<file path="src/rtl/exc_vec_pkg.sv">
package exc_vec_pkg;

    // Ranked events below reset; the enum order is the priority order.
    typedef enum logic [3:0] {
        EV_MCHK  = 4'd0,
        EV_ARITH = 4'd1,
        EV_INTR  = 4'd2,
        EV_DSERR = 4'd3,
        EV_ITBM  = 4'd4,
        EV_IACV  = 4'd5,
        EV_CALL  = 4'd6,
        EV_ILLOP = 4'd7,
        EV_FPDIS = 4'd8,
        EV_NONE  = 4'd9
    } ev_e;

    localparam int NUM_EV = 9;

    typedef enum logic [1:0] {
        ST_RST  = 2'd0,
        ST_IDLE = 2'd1,
        ST_FIRE = 2'd2
    } st_e;

    localparam logic [15:0] OFS_RESET = 16'h0000;
    localparam logic [15:0] OFS_MCHK  = 16'h0020;
    localparam logic [15:0] OFS_ARITH = 16'h0060;
    localparam logic [15:0] OFS_INTR  = 16'h00E0;
    localparam logic [15:0] OFS_ITBM  = 16'h03E0;
    localparam logic [15:0] OFS_IACV  = 16'h07E0;
    localparam logic [15:0] OFS_ILLOP = 16'h13E0;
    localparam logic [15:0] OFS_FPDIS = 16'h17E0;
    localparam logic [15:0] OFS_KBANK = 16'h2000;
    localparam logic [15:0] OFS_OBANK = 16'h3000;

    function automatic logic [15:0] dserr_ofs(input logic [1:0] cls);
        unique case (cls)
            2'd0: dserr_ofs = 16'h01E0;
            2'd1: dserr_ofs = 16'h08E0;
            2'd2: dserr_ofs = 16'h09E0;
            default: dserr_ofs = 16'h11E0;
        endcase
    endfunction

endpackage

</file>
<file path="src/rtl/exc_evt_priority.sv">
module exc_evt_priority
    import exc_vec_pkg::*;
#(
    parameter int N = NUM_EV
) (
    input  logic [N-1:0] req,
    output ev_e          win,
    output logic         any
);

    // Scan from lowest rank up so the highest-ranked raised bit wins.
    always_comb begin
        win = EV_NONE;
        for (int i = N - 1; i >= 0; i--) begin
            if (req[i]) begin
                win = ev_e'(4'(i));
            end
        end
    end

    assign any = |req;

endmodule

</file>
<file path="src/rtl/exc_call_decode.sv">
module exc_call_decode
    import exc_vec_pkg::*;
#(
    parameter int OFF_W      = 16,
    parameter int SLOT_SHIFT = 6
) (
    input  logic [7:0]       func,
    input  logic             in_kernel,
    output logic             slot_ok,
    output logic [OFF_W-1:0] slot_off
);

    localparam int IDX_W = 6;

    logic             open_bank;
    logic [OFF_W-1:0] base;
    logic [OFF_W-1:0] idx_sh;

    assign open_bank = func[7];
    // Bit 6 set is outside both banks; the kernel bank needs kernel mode.
    assign slot_ok   = !func[6] && (open_bank || in_kernel);
    assign base      = open_bank ? OFF_W'(OFS_OBANK) : OFF_W'(OFS_KBANK);
    assign idx_sh    = OFF_W'(func[IDX_W-1:0]) << SLOT_SHIFT;
    assign slot_off  = base + idx_sh;

endmodule

</file>
<file path="src/rtl/exc_vec_select.sv">
module exc_vec_select
    import exc_vec_pkg::*;
#(
    parameter int OFF_W = 16
) (
    input  ev_e              win,
    input  logic [1:0]       dserr_class,
    input  logic             slot_ok,
    input  logic [OFF_W-1:0] slot_off,
    output logic [OFF_W-1:0] sel_off,
    output logic             sel_unlock,
    output logic             sel_next
);

    always_comb begin
        sel_off    = OFF_W'(OFS_RESET);
        sel_unlock = 1'b0;
        sel_next   = 1'b0;
        unique case (win)
            EV_MCHK: begin
                sel_off    = OFF_W'(OFS_MCHK);
                sel_unlock = 1'b1;
            end
            EV_ARITH: begin
                sel_off    = OFF_W'(OFS_ARITH);
                sel_unlock = 1'b1;
            end
            EV_INTR: begin
                sel_off    = OFF_W'(OFS_INTR);
                sel_unlock = 1'b1;
            end
            EV_DSERR: sel_off = OFF_W'(dserr_ofs(dserr_class));
            EV_ITBM:  sel_off = OFF_W'(OFS_ITBM);
            EV_IACV:  sel_off = OFF_W'(OFS_IACV);
            EV_CALL: begin
                if (slot_ok) begin
                    sel_off  = slot_off;
                    sel_next = 1'b1;
                end else begin
                    sel_off  = OFF_W'(OFS_ILLOP);
                end
            end
            EV_ILLOP: sel_off = OFF_W'(OFS_ILLOP);
            EV_FPDIS: sel_off = OFF_W'(OFS_FPDIS);
            default:  sel_off = OFF_W'(OFS_RESET);
        endcase
    end

endmodule

</file>
<file path="src/rtl/exc_vector_dispatch.sv">
module exc_vector_dispatch
    import exc_vec_pkg::*;
#(
    parameter int OFF_W = 16,
    parameter int PC_W  = 64
) (
    input  logic             clk,
    input  logic             rst,
    input  logic             req_mchk,
    input  logic             req_arith,
    input  logic             req_intr,
    input  logic             req_corr,
    input  logic             req_dserr,
    input  logic [1:0]       dserr_class,
    input  logic             req_itbm,
    input  logic             req_iacv,
    input  logic             req_call,
    input  logic [7:0]       call_func,
    input  logic             in_kernel,
    input  logic             req_illop,
    input  logic             req_fpdis,
    input  logic [PC_W-1:0]  fault_pc,
    input  logic [PC_W-1:0]  next_pc,
    output logic [OFF_W-1:0] vec_offset,
    output logic             vec_valid,
    output logic [PC_W-1:0]  ret_addr,
    output logic             unlock
);

    logic [NUM_EV-1:0] req_vec;
    ev_e               win;
    logic              any_req;
    logic              slot_ok;
    logic [OFF_W-1:0]  slot_off;
    logic [OFF_W-1:0]  sel_off;
    logic              sel_unlock;
    logic              sel_next;
    st_e               state;

    // Index 0 is the highest rank after reset.
    assign req_vec = {req_fpdis, req_illop, req_call, req_iacv, req_itbm,
                      req_dserr, req_intr | req_corr, req_arith, req_mchk};

    exc_evt_priority #(.N(NUM_EV)) u_prio (
        .req (req_vec),
        .win (win),
        .any (any_req)
    );

    exc_call_decode #(.OFF_W(OFF_W), .SLOT_SHIFT(6)) u_call (
        .func      (call_func),
        .in_kernel (in_kernel),
        .slot_ok   (slot_ok),
        .slot_off  (slot_off)
    );

    exc_vec_select #(.OFF_W(OFF_W)) u_sel (
        .win         (win),
        .dserr_class (dserr_class),
        .slot_ok     (slot_ok),
        .slot_off    (slot_off),
        .sel_off     (sel_off),
        .sel_unlock  (sel_unlock),
        .sel_next    (sel_next)
    );

    // State register
    always_ff @(posedge clk) begin
        if (rst) begin
            state <= ST_RST;
        end else if (any_req) begin
            state <= ST_FIRE;
        end else begin
            state <= ST_IDLE;
        end
    end

    // Output registers
    always_ff @(posedge clk) begin
        if (rst) begin
            vec_offset <= OFF_W'(OFS_RESET);
            ret_addr   <= '0;
            unlock     <= 1'b1;
        end else if (any_req) begin
            vec_offset <= sel_off;
            ret_addr   <= sel_next ? next_pc : fault_pc;
            unlock     <= sel_unlock;
        end else begin
            unlock     <= 1'b0;
        end
    end

    always_comb begin
        unique case (state)
            ST_RST:  vec_valid = 1'b1;
            ST_FIRE: vec_valid = 1'b1;
            default: vec_valid = 1'b0;
        endcase
    end

endmodule

</file>
<file path="config.mk">
export PLATFORM = sky130hd
export DESIGN_NAME = exc_vector_dispatch
export DESIGN_NICKNAME = d
export VERILOG_FILES = /design/src/rtl/exc_vec_pkg.sv /design/src/rtl/exc_evt_priority.sv /design/src/rtl/exc_call_decode.sv /design/src/rtl/exc_vec_select.sv /design/src/rtl/exc_vector_dispatch.sv
export SDC_FILE = /design/constraint.sdc
export NUM_CORES = 1
export LEC_CHECK = 0
export ABC_AREA = 1
export BUFFER_PORTS_ARGS = -buffer_cell sky130_fd_sc_hd__buf_2
export CAP_MARGIN = 0
export CORE_MARGIN = 2
export CORE_UTILIZATION = 45
export DETAILED_ROUTE_END_ITERATION = 10
export GPL_ROUTABILITY_DRIVEN = 0
export PLACE_DENSITY_LB_ADDON = 0.1
export SLEW_MARGIN = 20
export SYNTH_ARGS = -nofsm -noshare
export SYNTH_HDL_FRONTEND = slang
export SYNTH_SLANG_ARGS = --single-unit
</file>
<file path="constraint.sdc">
create_clock -name clk -period 3.2 [get_ports clk]
set_clock_uncertainty 0.1 [all_clocks]
set_input_delay 0.48 -clock clk [delete_from_list [all_inputs] [get_ports clk]]
set_output_delay 0.48 -clock clk [all_outputs]
set_load 0.005 [all_outputs]
</file>
### After elaboration in Yosys (flattened, before gate mapping)

Cells that the tools add are included.

* output and inout port bits: 82
* logic and storage cells: 46
* register bits after elaboration: 83

* bitwise operators: 1
* add/subtract/negate cells: 1
* reductions and logical operators: 9
* eq/ne operators: 11
* muxes and demuxes: 20

Operator list (number)
* 16-bit case mux with 9 select lines: 1
* 64-bit two-way mux: 1
* 13-bit case mux with 3 select lines: 1
* 4-bit two-way mux: 8
* 16-bit by 12-bit adder with 16-bit output: 1
* 4-bit by 3-bit equality test with 1-bit output (second input constant): 4
* 16-bit two-way mux: 1
* 13-bit two-way mux: 1
* 9-bit OR reduction: 1
* 4-bit by 2-bit equality test with 1-bit output (second input constant): 2
* 1-bit two-way mux: 6
* 2-bit equality test (second input constant): 2
* 4-bit by 1-bit equality test with 1-bit output (second input constant): 1
* 4-bit equality test (second input constant): 1
* 2-bit zero test: 2
* 4-bit zero test: 1
* 3-bit OR reduction: 1
* 2-bit by 1-bit equality test with 1-bit output (second input constant): 1
* 2-bit two-way mux: 1
* 2-bit OR reduction: 1
* 1-bit logical AND: 1
* 1-bit zero test: 1
* 1-bit logical OR: 1
* 1-bit OR: 1

### Longest topological paths before layout

Gate-level depths: netlist of run 1.

* depth after elaboration: 13
* depth in mapped cells: 15
* depth with buffers taken out: 15

### Modules after synthesis

Synthesis of run 1 repeated with hierarchy kept, for this count alone.

* cells, all modules: 744
* area, all modules: 4398.0 µm²

By module, submodules not included
* exc_vector_dispatch: cells an instance 616, sequential area each 1641.6 µm², instances 1, area an instance 3759.9 µm²
* exc_vec_select: cells an instance 83, sequential area each 0.0 µm², instances 1, area an instance 392.9 µm²
* exc_call_decode: cells an instance 20, sequential area each 0.0 µm², instances 1, area an instance 135.1 µm²
* exc_evt_priority: cells an instance 25, sequential area each 0.0 µm², instances 1, area an instance 110.1 µm²

### Worst setup path before layout of run 1

No wires, ideal clock.

* path type: in2reg
* from: input req_iacv
* to: register ret_addr[0]
* stages: 9
* data required time: 2.983 ns
* buffers on the path: 1
* path slack: 1.373 ns
* setup time: 0.117 ns
* arrival time: 1.610 ns
* cells stage by stage: nor2_2 > inv_1 > nor2_2 > inv_1 > nor3_1 > nor2_2 > clkbuf_1 > o21ai_1 > o21ai_1

* word-level cells in the longest chain between the ends: 9
* elaborated cells on any way between the ends: 10
* those cells by class: eq/ne (1); mux (8); reduce/logical (1)

RTL lines
* start, declared: RTL line exc_vector_dispatch.sv:16 `input logic req_iacv,`
* 4-bit two-way mux (6 in a row): RTL line exc_evt_priority.sv:15 `if (req[i]) begin`
* 4-bit by 3-bit equality test with 1-bit output: RTL line exc_vec_select.sv:19 `unique case (win)`
* 1-bit two-way mux: RTL line exc_vec_select.sv:19
* 64-bit two-way mux: RTL line exc_vector_dispatch.sv:86 `ret_addr <= sel_next ? next_pc : fault_pc;`
* end signal, assigned: RTL line exc_vector_dispatch.sv:86
* end, declared: RTL line exc_vector_dispatch.sv:26 `output logic [PC_W-1:0] ret_addr,`

Parallel ways exist; a longest one is shown, timed or not.
A chain may end at the register's enable or synchronous reset.

### Worst setup path in the final report of run 1

* from: input req_iacv
* to: register ret_addr[29]

Same word-level chain as after synthesis.

==> impl_results.md, run 1 <==
- EDFF count, synth: 0
- # DRC: 0
- CP required: 3.34 ns
- #FFs+latches synth: 75
- Seq. cell area: between 0.0015 and 0.002 mm^2
- Hpwl dp: around 7600 um
- Critical Path AT: roughly 2.2 ns
- Number of global-route vias before repair: 3534
- Max rail drop VDD: 0.000226 V
- Crit-path leading delay family: simple AND/OR/NAND/NOR gates
- # hold bufs at CTS: 0
- Post-Route WL: around 10000 um
- Netlist Area Pre-Place: ~0.0034 mm^2
- Maxcap violations: 0
- Sequential fraction of the synthesis area: between 40 and 50%
- Wire per inst: between 10 and 15 um
- CP Capture Type: flip-flop
- Die Height: ~90 um
- Ports: roughly 230
- Final worst-path cycle share: between 60% and 70%
- FILL cells: approximately 730
- Num CTS Buffers: 9
- Unrepaired setup endpoints after global routing: no
- FFs w/ async S/R, synth: 0%
- CTS tree: done
- I/O Buffers: around 230
- Slew headroom: a little over half
- Min Tclk post-route: slightly above 2 ns
- Setup CP Type: in2reg
- Mapped Cells: around 470
- 1st-pass router iterations: 4
- Slew @ Worst Pin: roughly 0.7 ns
- F_max: a little under 0.5 GHz
- Worst-path clk slew: ~0.080 ns
- Slew Viols, Final: 0
- Clk buf depth: 2
- Antenna violations before repair: 0
- Final #Nets: 837
- Syn avg cell area: 7.24 um^2
- Critical path's slowest cell: nor3_1
- Pwr Density: 432 mW/mm^2
- Routed vias: roughly 3800
- Worst-path cell chain: buf_2 > nor2_2 > inv_1 > nor2_2 > inv_1 > nor3_1 > nor2_4 > buf_12 > o21ai_0 > o21ai_1
- Clock latency on the worst-skew pair: approximately 0.34 ns
- Synth-to-layout area growth: 39.2%
- CP Max Fanout: around 50
- Largest net degree at the start of global routing: 66
- H-tree depth: 3
- CP peak stage delay: 0.41 ns
- Critical Path Source Type: input pin
- Final setup viols: 0
- Vias per inst: 4.84
- Core ar.: between 0.007 and 0.008 mm^2
- Final Hold Viols: 0
- Worst path buffer plus inverter count: 4
- Antenna Nets Post-Route: 0
- Place WS: between 0.8 and 0.9 ns
- Share of power burned in registers: between 40% and 50%
- Num rows: 31
- TNS Setup: 0 ns
- Share of cells above drive strength 1: between 30% and 40%
- Ys Warns: 0
- Iter 0 DRT Violations: 116
- GRT overflow: 0
- Diodes inserted: 0
- Outcome: finished, final reports clean
- Comb pwr share: 12.0%
- Yosys cell types: 28
- Total power: a little over 0.002 W
- Leakage: 2.43 nW
- Die X: 91.0 um
- Area of the multi-input gates: approximately 0.0016 mm^2
- Clock network power share: roughly 39%
- Initial Util: 46.7%
- Min-delay worst type: in2reg
- Int Power: between 0.0015 and 0.002 W
- Clock sink count: 75
- Setup ws final: between 1 and 1.5 ns
- Clk root buf: clkbuf_8
- Setup Buffers After CTS: 0
- Sw Ratio: between 20% and 30%
- Total GRT Usage: roughly 24%
- Psw: slightly below 0.0005 W
- Primary FF master, synth: dfxtp_1
- DIE AREA: between 0.008 and 0.009 mm^2
- Post_cts resized: 0
- First-pass GRT wire length: 16700 um
[layout by cell type, fill, tap and decap left out, types with 4 or more instances in the layout]
cell      Yosys  routed
buf_2         8     225
buf_4         9       4
clkbuf_8      0       9
conb_1        1       7
dfxtp_1      75      75
inv_1        19      19
nand2_1     102     102
nand3_1       7       7
nor2_1       68      68
nor2_4        3       4
o21ai_0      35      35
o21ai_1     104     104
[cells by family after synthesis]
logic type               synth area share [%]
AND/OR/NAND/NOR                          24.2
AO/OA/AOI/OAI                            21.8
flip-flops                               44.1
buffers and inverters                    9.10
adder cells (fa/ha/maj)                 0.734
other                                   0.110
[per-stage QoR]
step                hold WS (ns)  std cells  cell area (um^2)  utilization, %
floorplan                  0.347        477              3430               -
global placement           0.335        772              4530            62.1
CTS                        0.270        788              4750            65.1
detailed placement         0.339        772              4530            62.1
global route               0.282        788              4750            65.1
finish                     0.276        788              4750            65.1
[worst reg2reg max path: stages (launching register included)]
cell and delay, ns:
dfxtp_1 0.34, nand2_1 0.06, a41oi_1 0.21
[sequential cells by signal, indices dropped and copies added (netlist names)]
register / flops
ret_addr: 64
unlock: 1
vec_offset: 9
state: 1
[synthesized netlist by cell type (2+ instances only)]
| cell type | number | area (um^2) |
|---|---|---|
| ha_1 | 2 | 25.0 |
| nand2_1 | 102 | 383 |
| inv_1 | 19 | 71.3 |
| nor2_4 | 3 | 33.8 |
| dfxtp_1 | 75 | 1500 |
| buf_6 | 7 | 78.8 |
| inv_2 | 3 | 11.3 |
| clkbuf_1 | 11 | 41.3 |
| buf_4 | 9 | 67.6 |
| nand3_1 | 7 | 35.0 |
| buf_2 | 8 | 40.0 |
| nand2_4 | 2 | 22.5 |
| o21ai_0 | 35 | 175 |
| nor2_2 | 3 | 18.8 |
| o21ai_1 | 104 | 521 |
| nor2_1 | 68 | 255 |
| o21bai_1 | 2 | 15.0 |
[power by group through the flow]
stage / clock network (W) / registers [W] / logic, W
floorplan: 0 / 0.00103 / 0.0000870
global placement: 0 / 0.00102 / 0.000245
detailed placement: 0 / 0.00102 / 0.000247
CTS: 0.000811 / 0.00100 / 0.000248
global route: 0.000854 / 0.00101 / 0.000275
finish: 0.000799 / 0.00100 / 0.000246
[final cells by class]
cell class,count,area share [%]
clock buffers,10,2.69
well taps,99,2.61
repair buffers,231,25.2
multi-input cells,345,34.2
clock inverters,6,1.90
flip-flops and latches,75,31.6
inverters,22,1.74
[worst paths after layout]
kind,start,endpoint,slack (ns),cells after the start
worst max-delay path,req_iacv,ret_addr[29],1.19,10
worst min-delay path,next_pc[55],ret_addr[55],0.28,3
worst max register to register,vec_offset[10],vec_offset[10],2.42,2
worst min register to register,vec_offset[5],vec_offset[5],0.35,2
[per-layer routing]
layer | share of wire [%] | routed length (um) | track usage (%) | up-vias
met5 | 0 | 0 | 0 | -
met4 | 3.1 | 320 | 10.5 | 0
met3 | 7.8 | 815 | 5.98 | 29
met2 | 48 | 5030 | 40.9 | 171
met1 | 41 | 4290 | 30.0 | 1664
li1 | - | - | - | 1953
Note: power is estimated with default switching activity, not from simulation.
==> run 2, diff against run 1 <==
--- a/config.mk
+++ b/config.mk
@@ -9,7 +9,7 @@
 export BUFFER_PORTS_ARGS = -buffer_cell sky130_fd_sc_hd__buf_2
 export CAP_MARGIN = 0
 export CORE_MARGIN = 2
-export CORE_UTILIZATION = 45
+export CORE_UTILIZATION = 42
 export DETAILED_ROUTE_END_ITERATION = 10
 export GPL_ROUTABILITY_DRIVEN = 0
 export PLACE_DENSITY_LB_ADDON = 0.1
==> constraint.sdc (replaced) <==
create_clock -name clk -period 1.9 [get_ports clk]
set_clock_uncertainty 0.1 [all_clocks]
set_input_delay 0.285 -clock clk [delete_from_list [all_inputs] [get_ports clk]]
set_output_delay 0.285 -clock clk [all_outputs]
set_load 0.005 [all_outputs]
==> run 2 against run 1 <==
Against the previous run: power up 67%; routed wire length is 0.74% higher; sequential share of layout area down 0.62 points; largest cell class unchanged; highest routed layer unchanged.
==> impl_results.md, run 2 (synthesis results as in run 1) <==
- Wire per inst: 13.2 um (-0.40%)
- CP Max Fanout: 48 (-2.0%)
- Worst-path clk slew: 0.08 ns (about the same)
- Pwr Density: 706 mW/mm^2 (+64%)
- Post_cts resized: 0 (unchanged)
- Share of cells above drive strength 1: 38.6% (+0.54 points)
- Biggest register: ret_addr
- Final setup viols: 0 (unchanged)
- Diodes inserted: 0 (unchanged)
- Critical Path Source Type: input pin
- Routed vias: 3859 (+1.1%)
- Worst-case hold path end point: ret_addr[32]
- R2R cell count: 2 (unchanged)
- FILL cells: 773 (+5.5%)
- Design area: 0.00484 mm^2 (+2.0%)
- CTS tree: done
- CP required: 2.05 ns (-1.29 ns)
- Num rows: 32 (+3.2%)
- First-pass GRT wire length: 16200 um (-3.1%)
- GRT overflow: 0 (unchanged)
- Maxcap violations: 0 (unchanged)
- Initial Util: 43.7% (-3.1 points)
- Synth-to-layout area growth: 42.0%
- H-tree depth: 3 (unchanged)
- Commonest non-fill, non-tap cells in the layout: 225 x buf_2, 104 x o21ai_1, 102 x nand2_1
- Setup Buffers After CTS: 0 (unchanged)
- Max reg flops: 64 (unchanged)
- Regs by FF count: ret_addr (64), vec_offset (9)
- Setup CP Type: in2reg
- Vias per inst: 4.84 (about the same)
- Dpl cell area: 0.00463 mm^2 (+2.3%)
- Worst path buffer plus inverter count: 4 (unchanged)
- Hpwl dp: 7900 um (+3.9%)
- Worst flop-to-flop path endpoint: vec_offset[10]
- Min Tclk post-route: approximately 1.6 ns
- Die X: 94.1 um (+3.4%)
- Clock sink count: 75 (unchanged)
- Clk buf depth: 2 (unchanged)
- Post-Route WL: 10500 um (+0.74%)
- Clk root buf: clkbuf_8
- Worst r2r src: vec_offset[10]
- Unrepaired setup endpoints after global routing: no
- Clock latency on the worst-skew pair: 0.32 ns (-0.02 ns)
- Crit-path leading delay family: simple AND/OR/NAND/NOR gates
- Placed insts: 782 (+1.3%)
- Slew Viols, Final: 0 (unchanged)
- Die Height: 94.1 um (+3.4%)
- Hold_sp: next_pc[32]
- Outcome: finished, final reports clean
- Final worst-path cycle share: between 80% and 90%
- F_max: approximately 0.64 GHz
- Reg-to-reg setup timing slack: 1.13 ns (-1.29 ns)
- Non-filler cells, final: 797 (+1.1%)
- Most common cell after layout, fill and taps aside: buf_2
- Min-delay worst type: in2reg
- Critical path's slowest cell: buf_12
- CP peak stage delay: 0.24 ns (-0.17 ns)
- TNS Setup: 0 ns (unchanged)
- Antenna violations before repair: 0 (unchanged)
- Max rail drop VDD: 0.000444 V (+96%)
- Total GRT Usage: 22.8% (-1.7 points)
- Leakage: 2.48 nW (+2.1%)
- Largest net degree at the start of global routing: 66 (unchanged)
- # DRC: 0 (unchanged)
- Number of global-route vias before repair: 3590 (+1.6%)
- Core ar.: 0.00781 mm^2 (+7.1%)
- Final #Nets: 844 (+0.84%)
- Final Hold Viols: 0 (unchanged)
- DIE AREA: 0.00885 mm^2 (+6.8%)
- Num CTS Buffers: 9 (unchanged)
- 1st-pass router iterations: 5 (+1)
- # hold bufs at CTS: 0 (unchanged)
- I/O Buffers: 225 (unchanged)
- Ports: 233 (unchanged)
- Worst Hold Depth: 3 (unchanged)
- Worst-path cell chain: buf_2 > nor2_4 > nand3_4 > nor2_4 > inv_2 > nor2_8 > nand2_4 > inv_2 > buf_12 > o21ai_0 > o21ai_0
- Antenna Nets Post-Route: 0 (unchanged)
- CP Capture Type: flip-flop
- Iter 0 DRT Violations: 128 (+10%)
- Critical Path AT: 1.70 ns (-0.45 ns)
-- run 2: worst max-delay path by stage --
| stage | from | depth (start not counted) | slack [ns] | endpoint |
|---|---|---|---|---|
| 2_1_floorplan | req_iacv | 9 | 0.27 | ret_addr[0] |
| 3_3_place_gp | req_iacv | 11 | 0.10 | ret_addr[49] |
| 3_5_place_dp | req_corr | 11 | 0.01 | ret_addr[27] |
| 4_1_cts | req_corr | 11 | 0.36 | ret_addr[22] |
| 5_1_grt | req_itbm | 11 | 0.24 | vec_offset[11] |
| 6_report | req_corr | 11 | 0.35 | ret_addr[27] |
-- run 2: stage by stage --
| stage | total power, W | setup WS (ns) | hold WS [ns] | utilization [%] |
|---|---|---|---|---|
| after CTS | 0.00345 | 0.357 | 0.0823 | 62.0 |
| after floorplan | 0.00188 | 0.268 | 0.254 | - |
| after global placement | 0.00215 | 0.104 | 0.334 | 59.4 |
| final | 0.00342 | 0.349 | 0.0928 | 62.0 |
| after global routing | 0.00358 | 0.238 | 0.0846 | 62.0 |
| after detailed placement | 0.00216 | 0.0109 | 0.336 | 59.4 |
-- run 2: tightest hold or removal path: cells and delay by family --
| kind | cells | cell delay (ns) |
|---|---|---|
| and+or+nand+nor | 1 | 0.03 |
| buffers and inverters | 1 | 0.07 |
| AOI/OAI and AO/OA | 1 | 0.11 |
-- run 2: where the power goes --
part / internal (W) / switching [W] / leakage (nW)
combinational: 0.000229 / 0.000202 / 1.75
clock: 0.000731 / 0.000566 / 0.106
sequential: 0.00165 / 0.0000387 / 0.623
total: 0.00261 / 0.000807 / 2.48
-- run 2: per-layer routing --
layer / share of wire [%] / global-route usage, % / vias to the layer above / wire length (um)
met4: 1.8 / 8.45 / 0 / 191
li1: - / - / 1966 / -
met2: 50 / 40.1 / 171 / 5270
met5: 0 / 0 / - / 0
met1: 40 / 26.6 / 1703 / 4240
met3: 7.9 / 5.46 / 19 / 832
-- run 2: layout make-up --
cell class | instances | area (um^2) | area share (%)
Multi-Input combinational cell | 345 | 1620 | 33.5
Sequential cell | 75 | 1500 | 31.0
Timing Repair Buffer | 238 | 1300 | 26.8
Clock buffer | 10 | 128 | 2.64
Tap cell | 102 | 128 | 2.64
Inverter | 22 | 82.6 | 1.71
Clock inverter | 5 | 78.8 | 1.63
